### src/rtl/memcfg_pkg.sv
package memcfg_pkg;
  localparam int unsigned BYTE_W = 8;

  typedef enum logic [2:0] {
    PSEL_NONE,
    PSEL_ID,
    PSEL_PRES,
    PSEL_SIZE,
    PSEL_PAR
  } port_sel_e;
endpackage

### src/rtl/memcfg_regs.sv
module memcfg_regs #(
  parameter int unsigned NUM_SOCK = 6,
  parameter int unsigned END_W    = 5,
  parameter int unsigned IO_AW    = 12,
  parameter int unsigned UNIT_MB  = 8,
  parameter int unsigned BIG_MB   = 32,
  parameter int unsigned SMALL_MB = 8,
  parameter logic [IO_AW-1:0] ADDR_ID   = 12'h803,
  parameter logic [IO_AW-1:0] ADDR_PRES = 12'h804,
  parameter logic [IO_AW-1:0] ADDR_SIZE = 12'h820,
  parameter logic [IO_AW-1:0] ADDR_PAR  = 12'h841,
  localparam int unsigned NSLOT  = NUM_SOCK + 2,
  localparam int unsigned SLOT_W = $clog2(NSLOT),
  localparam int unsigned BW     = memcfg_pkg::BYTE_W
) (
  input  logic                   clk,
  input  logic                   rst_n,
  input  logic                   autocfg,
  input  logic [NUM_SOCK-1:0]    strap_present,
  input  logic [NUM_SOCK-1:0]    strap_large,
  input  logic [IO_AW-1:0]       io_addr,
  input  logic                   io_rd,
  input  logic                   io_wr,
  input  logic [BW-1:0]          io_wdata,
  output logic [BW-1:0]          io_rdata,
  output logic [NSLOT*END_W-1:0] tab_flat
);
  import memcfg_pkg::*;

  localparam int unsigned FLD_W    = BW - END_W;
  localparam int unsigned BIG_PG   = BIG_MB / UNIT_MB;
  localparam int unsigned SMALL_PG = SMALL_MB / UNIT_MB;

  port_sel_e          psel;
  logic [END_W-1:0]   tab_q [NSLOT];
  logic [END_W-1:0]   tab_d [NSLOT];
  logic [END_W-1:0]   pack  [NSLOT];
  logic [SLOT_W-1:0]  idx_q, idx_d;
  logic               init_q;
  logic               tab_en, idx_en, wr_hit;
  logic [FLD_W-1:0]   wr_slot;

  // Port decode
  always_comb begin
    case (io_addr)
      ADDR_ID:   psel = PSEL_ID;
      ADDR_PRES: psel = PSEL_PRES;
      ADDR_SIZE: psel = PSEL_SIZE;
      ADDR_PAR:  psel = PSEL_PAR;
      default:   psel = PSEL_NONE;
    endcase
  end

  // Packed layout for auto-configure
  always_comb begin
    logic [END_W-1:0] cum;
    cum = '0;
    pack[0] = '0;
    pack[NSLOT-1] = '0;
    for (int n = 0; n < NUM_SOCK; n++) begin
      if (strap_present[n])
        cum = cum + (strap_large[n] ? END_W'(BIG_PG) : END_W'(SMALL_PG));
      pack[n+1] = cum;
    end
  end

  assign wr_slot = io_wdata[BW-1:END_W];
  assign wr_hit  = init_q && io_wr && (psel == PSEL_SIZE) && (int'(wr_slot) < NSLOT);
  assign tab_en  = (!init_q && autocfg) || wr_hit;
  assign idx_en  = io_rd && ((psel == PSEL_PRES) || (psel == PSEL_SIZE));

  // Next state
  always_comb begin
    tab_d = tab_q;
    idx_d = idx_q;
    if (!init_q) begin
      if (autocfg) tab_d = pack;
    end else if (wr_hit) begin
      tab_d[SLOT_W'(wr_slot)] = io_wdata[END_W-1:0];
    end
    if (psel == PSEL_PRES)
      idx_d = '0;
    else if (idx_q == SLOT_W'(NSLOT - 1))
      idx_d = '0;
    else
      idx_d = idx_q + 1'b1;
  end

  // Registers
  always_ff @(posedge clk or negedge rst_n) begin
    if (!rst_n) begin
      for (int n = 0; n < NSLOT; n++) tab_q[n] <= '0;
      idx_q  <= '0;
      init_q <= 1'b0;
    end else begin
      init_q <= 1'b1;
      if (tab_en) tab_q <= tab_d;
      if (idx_en) idx_q <= idx_d;
    end
  end

  // Read data
  always_comb begin
    case (psel)
      PSEL_ID:   io_rdata = BW'(strap_present & strap_large);
      PSEL_PRES: io_rdata = ~BW'(strap_present);
      PSEL_SIZE: io_rdata = BW'(tab_q[idx_q]);
      PSEL_PAR:  io_rdata = BW'(1);
      default:   io_rdata = '1;
    endcase
  end

  always_comb begin
    for (int n = 0; n < NSLOT; n++) tab_flat[n*END_W +: END_W] = tab_q[n];
  end
endmodule

### src/rtl/memcfg_bankcmp.sv
module memcfg_bankcmp #(
  parameter int unsigned NUM_SOCK = 6,
  parameter int unsigned END_W    = 5,
  localparam int unsigned NSLOT   = NUM_SOCK + 2
) (
  input  logic [NSLOT*END_W-1:0] tab_flat,
  input  logic [NUM_SOCK-1:0]    strap_present,
  input  logic [END_W-1:0]       page,
  output logic [NUM_SOCK-1:0]    match
);
  for (genvar g = 0; g < NUM_SOCK; g++) begin : g_sock
    logic [END_W-1:0] lo, hi;
    if (g == 0) begin : g_first
      assign lo = '0;
    end else begin : g_rest
      assign lo = tab_flat[g*END_W +: END_W];
    end
    assign hi = tab_flat[(g+1)*END_W +: END_W];
    assign match[g] = strap_present[g] && (page >= lo) && (page < hi);
  end
endmodule

### src/rtl/memcfg_prio.sv
module memcfg_prio #(
  parameter int unsigned NUM_SOCK = 6
) (
  input  logic [NUM_SOCK-1:0] match,
  output logic [NUM_SOCK-1:0] sel,
  output logic                hit
);
  always_comb begin
    sel = '0;
    for (int n = 0; n < NUM_SOCK; n++) begin
      if (match[n]) begin
        sel    = '0;
        sel[n] = 1'b1;
      end
    end
    hit = |match;
  end
endmodule

### src/rtl/memcfg_ctrl.sv
module memcfg_ctrl #(
  parameter int unsigned NUM_SOCK = 6,
  parameter int unsigned END_W    = 5,
  parameter int unsigned IO_AW    = 12,
  parameter logic [IO_AW-1:0] ADDR_ID   = 12'h803,
  parameter logic [IO_AW-1:0] ADDR_PRES = 12'h804,
  parameter logic [IO_AW-1:0] ADDR_SIZE = 12'h820,
  parameter logic [IO_AW-1:0] ADDR_PAR  = 12'h841,
  localparam int unsigned NSLOT = NUM_SOCK + 2,
  localparam int unsigned BW    = memcfg_pkg::BYTE_W
) (
  input  logic                clk,
  input  logic                rst_n,
  input  logic                autocfg,
  input  logic [NUM_SOCK-1:0] strap_present,
  input  logic [NUM_SOCK-1:0] strap_large,
  input  logic [IO_AW-1:0]    io_addr,
  input  logic                io_rd,
  input  logic                io_wr,
  input  logic [BW-1:0]       io_wdata,
  output logic [BW-1:0]       io_rdata,
  input  logic [END_W-1:0]    cpu_page,
  output logic [NUM_SOCK-1:0] bank_sel,
  output logic                bank_hit
);
  logic [1:0]               rst_ff;
  logic                     rst_int_n;
  logic [NSLOT*END_W-1:0]   tab_flat;
  logic [NUM_SOCK-1:0]      match;

  always_ff @(posedge clk or negedge rst_n) begin
    if (!rst_n) rst_ff <= '0;
    else        rst_ff <= {rst_ff[0], 1'b1};
  end
  assign rst_int_n = rst_ff[1];

  memcfg_regs #(
    .NUM_SOCK(NUM_SOCK), .END_W(END_W), .IO_AW(IO_AW),
    .ADDR_ID(ADDR_ID), .ADDR_PRES(ADDR_PRES),
    .ADDR_SIZE(ADDR_SIZE), .ADDR_PAR(ADDR_PAR)
  ) u_regs (
    .clk(clk), .rst_n(rst_int_n), .autocfg(autocfg),
    .strap_present(strap_present), .strap_large(strap_large),
    .io_addr(io_addr), .io_rd(io_rd), .io_wr(io_wr),
    .io_wdata(io_wdata), .io_rdata(io_rdata), .tab_flat(tab_flat)
  );

  memcfg_bankcmp #(.NUM_SOCK(NUM_SOCK), .END_W(END_W)) u_cmp (
    .tab_flat(tab_flat), .strap_present(strap_present),
    .page(cpu_page), .match(match)
  );

  memcfg_prio #(.NUM_SOCK(NUM_SOCK)) u_prio (
    .match(match), .sel(bank_sel), .hit(bank_hit)
  );
endmodule

### config.mk
export PLATFORM = sky130hd
export DESIGN_NAME = memcfg_ctrl
export DESIGN_NICKNAME = d
export VERILOG_FILES = /design/src/rtl/memcfg_pkg.sv /design/src/rtl/memcfg_regs.sv /design/src/rtl/memcfg_bankcmp.sv /design/src/rtl/memcfg_prio.sv /design/src/rtl/memcfg_ctrl.sv
export SDC_FILE = /design/constraint.sdc
export NUM_CORES = 1
export LEC_CHECK = 0
export BUFFER_PORTS_ARGS = -buffer_cell sky130_fd_sc_hd__buf_2
export CAP_MARGIN = 20
export CORE_UTILIZATION = 40
export CTS_BUF_LIST = sky130_fd_sc_hd__clkbuf_4 sky130_fd_sc_hd__clkbuf_8 sky130_fd_sc_hd__clkbuf_16
export DETAILED_ROUTE_END_ITERATION = 10
export PLACE_DENSITY = 0.61
export SYNTH_ARGS = -nofsm -noshare
export SYNTH_HDL_FRONTEND = slang
export SYNTH_HIERARCHICAL = 1
export SYNTH_SLANG_ARGS = --single-unit
### constraint.sdc
create_clock -name clk -period 2.3 [get_ports clk]
set_clock_uncertainty 0.15 [all_clocks]
set_input_delay 0.115 -clock clk [delete_from_list [all_inputs] [get_ports clk]]
set_output_delay 0.115 -clock clk [all_outputs]
set_load 0.1 [all_outputs]
==> flow_summary_export.csv <==
group,metric,value,unit
cts,cts_num_sinks,46,
critical_path,critPathMostFrequentCell,"ha_4",
critical_path,critical_path_peak_fanout,3,
power_and_ir_drop,power,3743,uW
die,fp.dieArea,0.01111,sq mm
synthesis,synth-edff-count,0,
power_and_ir_drop,vdd_ir_drop_max,0.0003661,V
layout,fillers,807,
grt,grt_start_max_net_pins,25,
power_and_ir_drop,leakagePower,0.003154,uW
timing,fin_tns_setup,-12.29,ns
timing,slew_viol_final,0,
cts,cts_tree,"yes",
layout,antennaDiodeCount,0,
critical_path,critPathLaunch,"strap_large[0]",
critical_path,crit_end,"u_regs/tab_flat[34]",
route,ant_nets,0,
cts,clock_path_buffers,2,
critical_path,slowest_delay,0.28,ns
synthesis,avgSynthCellArea,8.556,sq um
route,firstDrtPassIters,5,
timing,timing_hold_violations_final,0,
cts,numCtsBuffers,5,
timing,setup_ws,-1.420,ns
die,start_util,41.44,%
synthesis,synth_top_area_cell,"dfrtp_1",
grt,grt_pass1_vias,4833,
power_and_ir_drop,power.density,540.4,mW/mm^2
cts,clock_latency,0.30,ns
placement,dp_hpwl,12470,microns
critical_path,r2r-start,"u_regs/init_q",
layout,drive_gt1_share,48.76,%
cts,h-tree-depth,2,
layout,nNetsFinal,768,
route,wire_per_inst,20.16,microns
synthesis,synth_fp_nets,586,
synthesis,async_reset_ff_share,100.0,%
critical_path,required,2.33,ns
critical_path,r2r_setup_slack,0.19,ns
route,drc,0,
placement,numPortBuffers,56,
synthesis,ys_ff_latch,46,
placement,gp_congestion,0.9692,
critical_path,r2r_end,"u_regs/tab_flat[30]",
timing,relSlewSlack,61.48,%
layout,syn2layout_area_growth,61.89,%
synthesis,synth_cells,500,
synthesis,synth_cell_types,71,
timing,timing.fmax,0.2688,GHz
critical_path,slowest_stage,"mux2_4",
status,violations,"setup timing",
grt,gr-total-overflow,0,
cts,path_clk_slew,0.09,ns
run,cap_violations,0,
critical_path,critical_path_class,"in2reg",
layout,final_area,0.006925,sq mm
die,die_h,105.4,microns
synthesis,yosys_most_used_dff,"dfrtp_1",
status,outcome,"finished with violations",
route,drt_iter0_drc,504,
critical_path,start_kind,"input pin",
cts,cts_root_buf,"clkbuf_8",
grt,antenna_found_initial,0,
die,die_w,105.4,microns
synthesis,synth-seq-area-share,26.91,%
route,via_per_inst,5.788,
timing,setup_violations,24,
critical_path,end_kind,"flip-flop",
critical_path,ff2ff_path_depth,6,
grt,grt_pass1_wl,25420,microns
timing,whs,0.009911,ns
synthesis,synth_area,0.004278,sq mm
timing,tightest_slew,0.5779,ns
route,wirelength,16510,microns
timing,fin_crit_sh,161.7,%
critical_path,arrival,3.75,ns
die,rows,37,
worst_hold_path,hp-class,"in2reg",
die,core,0.01032,sq mm
die,floorplan.io_pins,57,
layout,multi_input_area,0.003552,sq mm
placement,placed_cell_area,0.006045,sq mm
timing,period_needed,3.720,ns
synthesis,synth_area_leaders,"dfrtp_1 27%, ha_1 13%, nand2_1 6.6%",
synthesis,ys_warn_count,6,
timing,rsz0062_at_grt,"true",
synthesis,synth_top_area_share,26.91,%
layout,regArea,0.001152,sq mm
grt,track_usage,29.96,%
route,vias,4740,
## what timing repair did
item                                   4_1_cts  5_1_grt
resized for setup                           79       35
gates cloned                                 0        0
buffers inserted                            17        7
endpoints found under the hold margin        7        0
pin swaps                                   41       28
hold buffers                                 5        0
setup endpoints to repair                   24       26
## flip-flops by register name (all words and copies together), names as in the netlist
register and cells:
rst_ff 2, u_regs/tab_flat 40, u_regs/idx_q 3, u_regs/init_q 1
## report_power, final
part           internal, uW  total, uW  switching (uW)
combinational           981       1990            1010
clock                   464        748             285
sequential              901       1010             106
total                  2340       3740            1400
## worst min-delay path by stage
stage          slack, ns            endpoint        start  cells past startpoint
5_1_grt             0.02  u_regs/tab_flat[0]  io_wdata[0]                      3
6_report            0.01  u_regs/tab_flat[0]  io_wdata[0]                      3
4_1_cts            0.006  u_regs/tab_flat[0]  io_wdata[0]                      3
3_3_place_gp       -0.25           rst_ff[0]        rst_n                      1
3_5_place_dp       -0.25           rst_ff[0]        rst_n                      1
2_1_floorplan      -0.33           rst_ff[0]        rst_n                      0
## routing by layer
metal,track usage (%),vias to the layer above,routed length [microns]
met4,12.88,0,779
met5,0,-,0
met2,50.47,220,7928
li1,-,2203,-
met1,38.54,2268,6756
met3,3.772,49,1044
## worst max-delay path: cells and delay by family
| kind | cells | cell delay, ns |
|---|---|---|
| AOI/OAI and AO/OA | 4 | 0.58 |
| xor gates and xnor gates | 3 | 0.37 |
| adders and majority gates | 5 | 1.27 |
| buffers and inverters | 3 | 0.18 |
| muxes | 2 | 0.46 |
| and+or+nand+nor | 8 | 0.77 |
## metrics by stage
| step | worst slack, ns | instances | util (%) |
|---|---|---|---|
| after floorplan | -1.493 | 500 | - |
| after global placement | -1.744 | 787 | 58.55 |
| after detailed placement | -1.901 | 787 | 58.55 |
| after CTS | -1.321 | 815 | 64.86 |
| after global routing | -1.575 | 819 | 67.08 |
| final | -1.420 | 819 | 67.08 |
## cell type report
| cell class | count | area share [%] |
|---|---|---|
| clock buffer | 6 | 1.192 |
| timing repair buffer | 195 | 24.37 |
| inverter | 56 | 3.180 |
| tap | 136 | 2.457 |
| clock inverter | 2 | 0.8672 |
| sequential | 46 | 16.64 |
| multi-input combinational | 378 | 51.29 |
## cells by family after synthesis
family,Yosys count,synth area share (%)
muxes,22,8.219
AOI/OAI and AO/OA,144,24.01
and+or+nand+nor,156,18.60
other,2,0.1756
DFF,46,26.91
adders and majority gates,44,12.87
xor gates and xnor gates,10,2.048
buffers and inverters,76,7.166
## cell usage in the layout, fill, tap and decap left out, types with 9 or more instances in the layout
master / instances
buf_12: 18
ha_4: 22
nand2_1: 69
dfrtp_1: 45
buf_6: 15
buf_4: 117
a22o_1: 14
o21ai_0: 23
buf_2: 37
a21oi_1: 15
a21oi_2: 10
inv_2: 10
ha_1: 22
inv_1: 42
mux4_2: 10
a22oi_1: 9
nor2_1: 19
## cell usage after synthesis, types with 6 or more instances
cell,instances
a21oi_1,25
nor2_1,23
o21ai_0,36
mux2i_1,7
a22oi_1,9
nor3_1,6
a22o_1,14
nand3_1,7
nand2_1,75
xnor2_1,7
mux4_2,10
dfrtp_1,46
inv_1,53
nand4_1,8
a222oi_1,6
clkbuf_1,11
o211ai_1,7
ha_1,44
o221ai_1,7
Power figures use the tool's default switching activity.
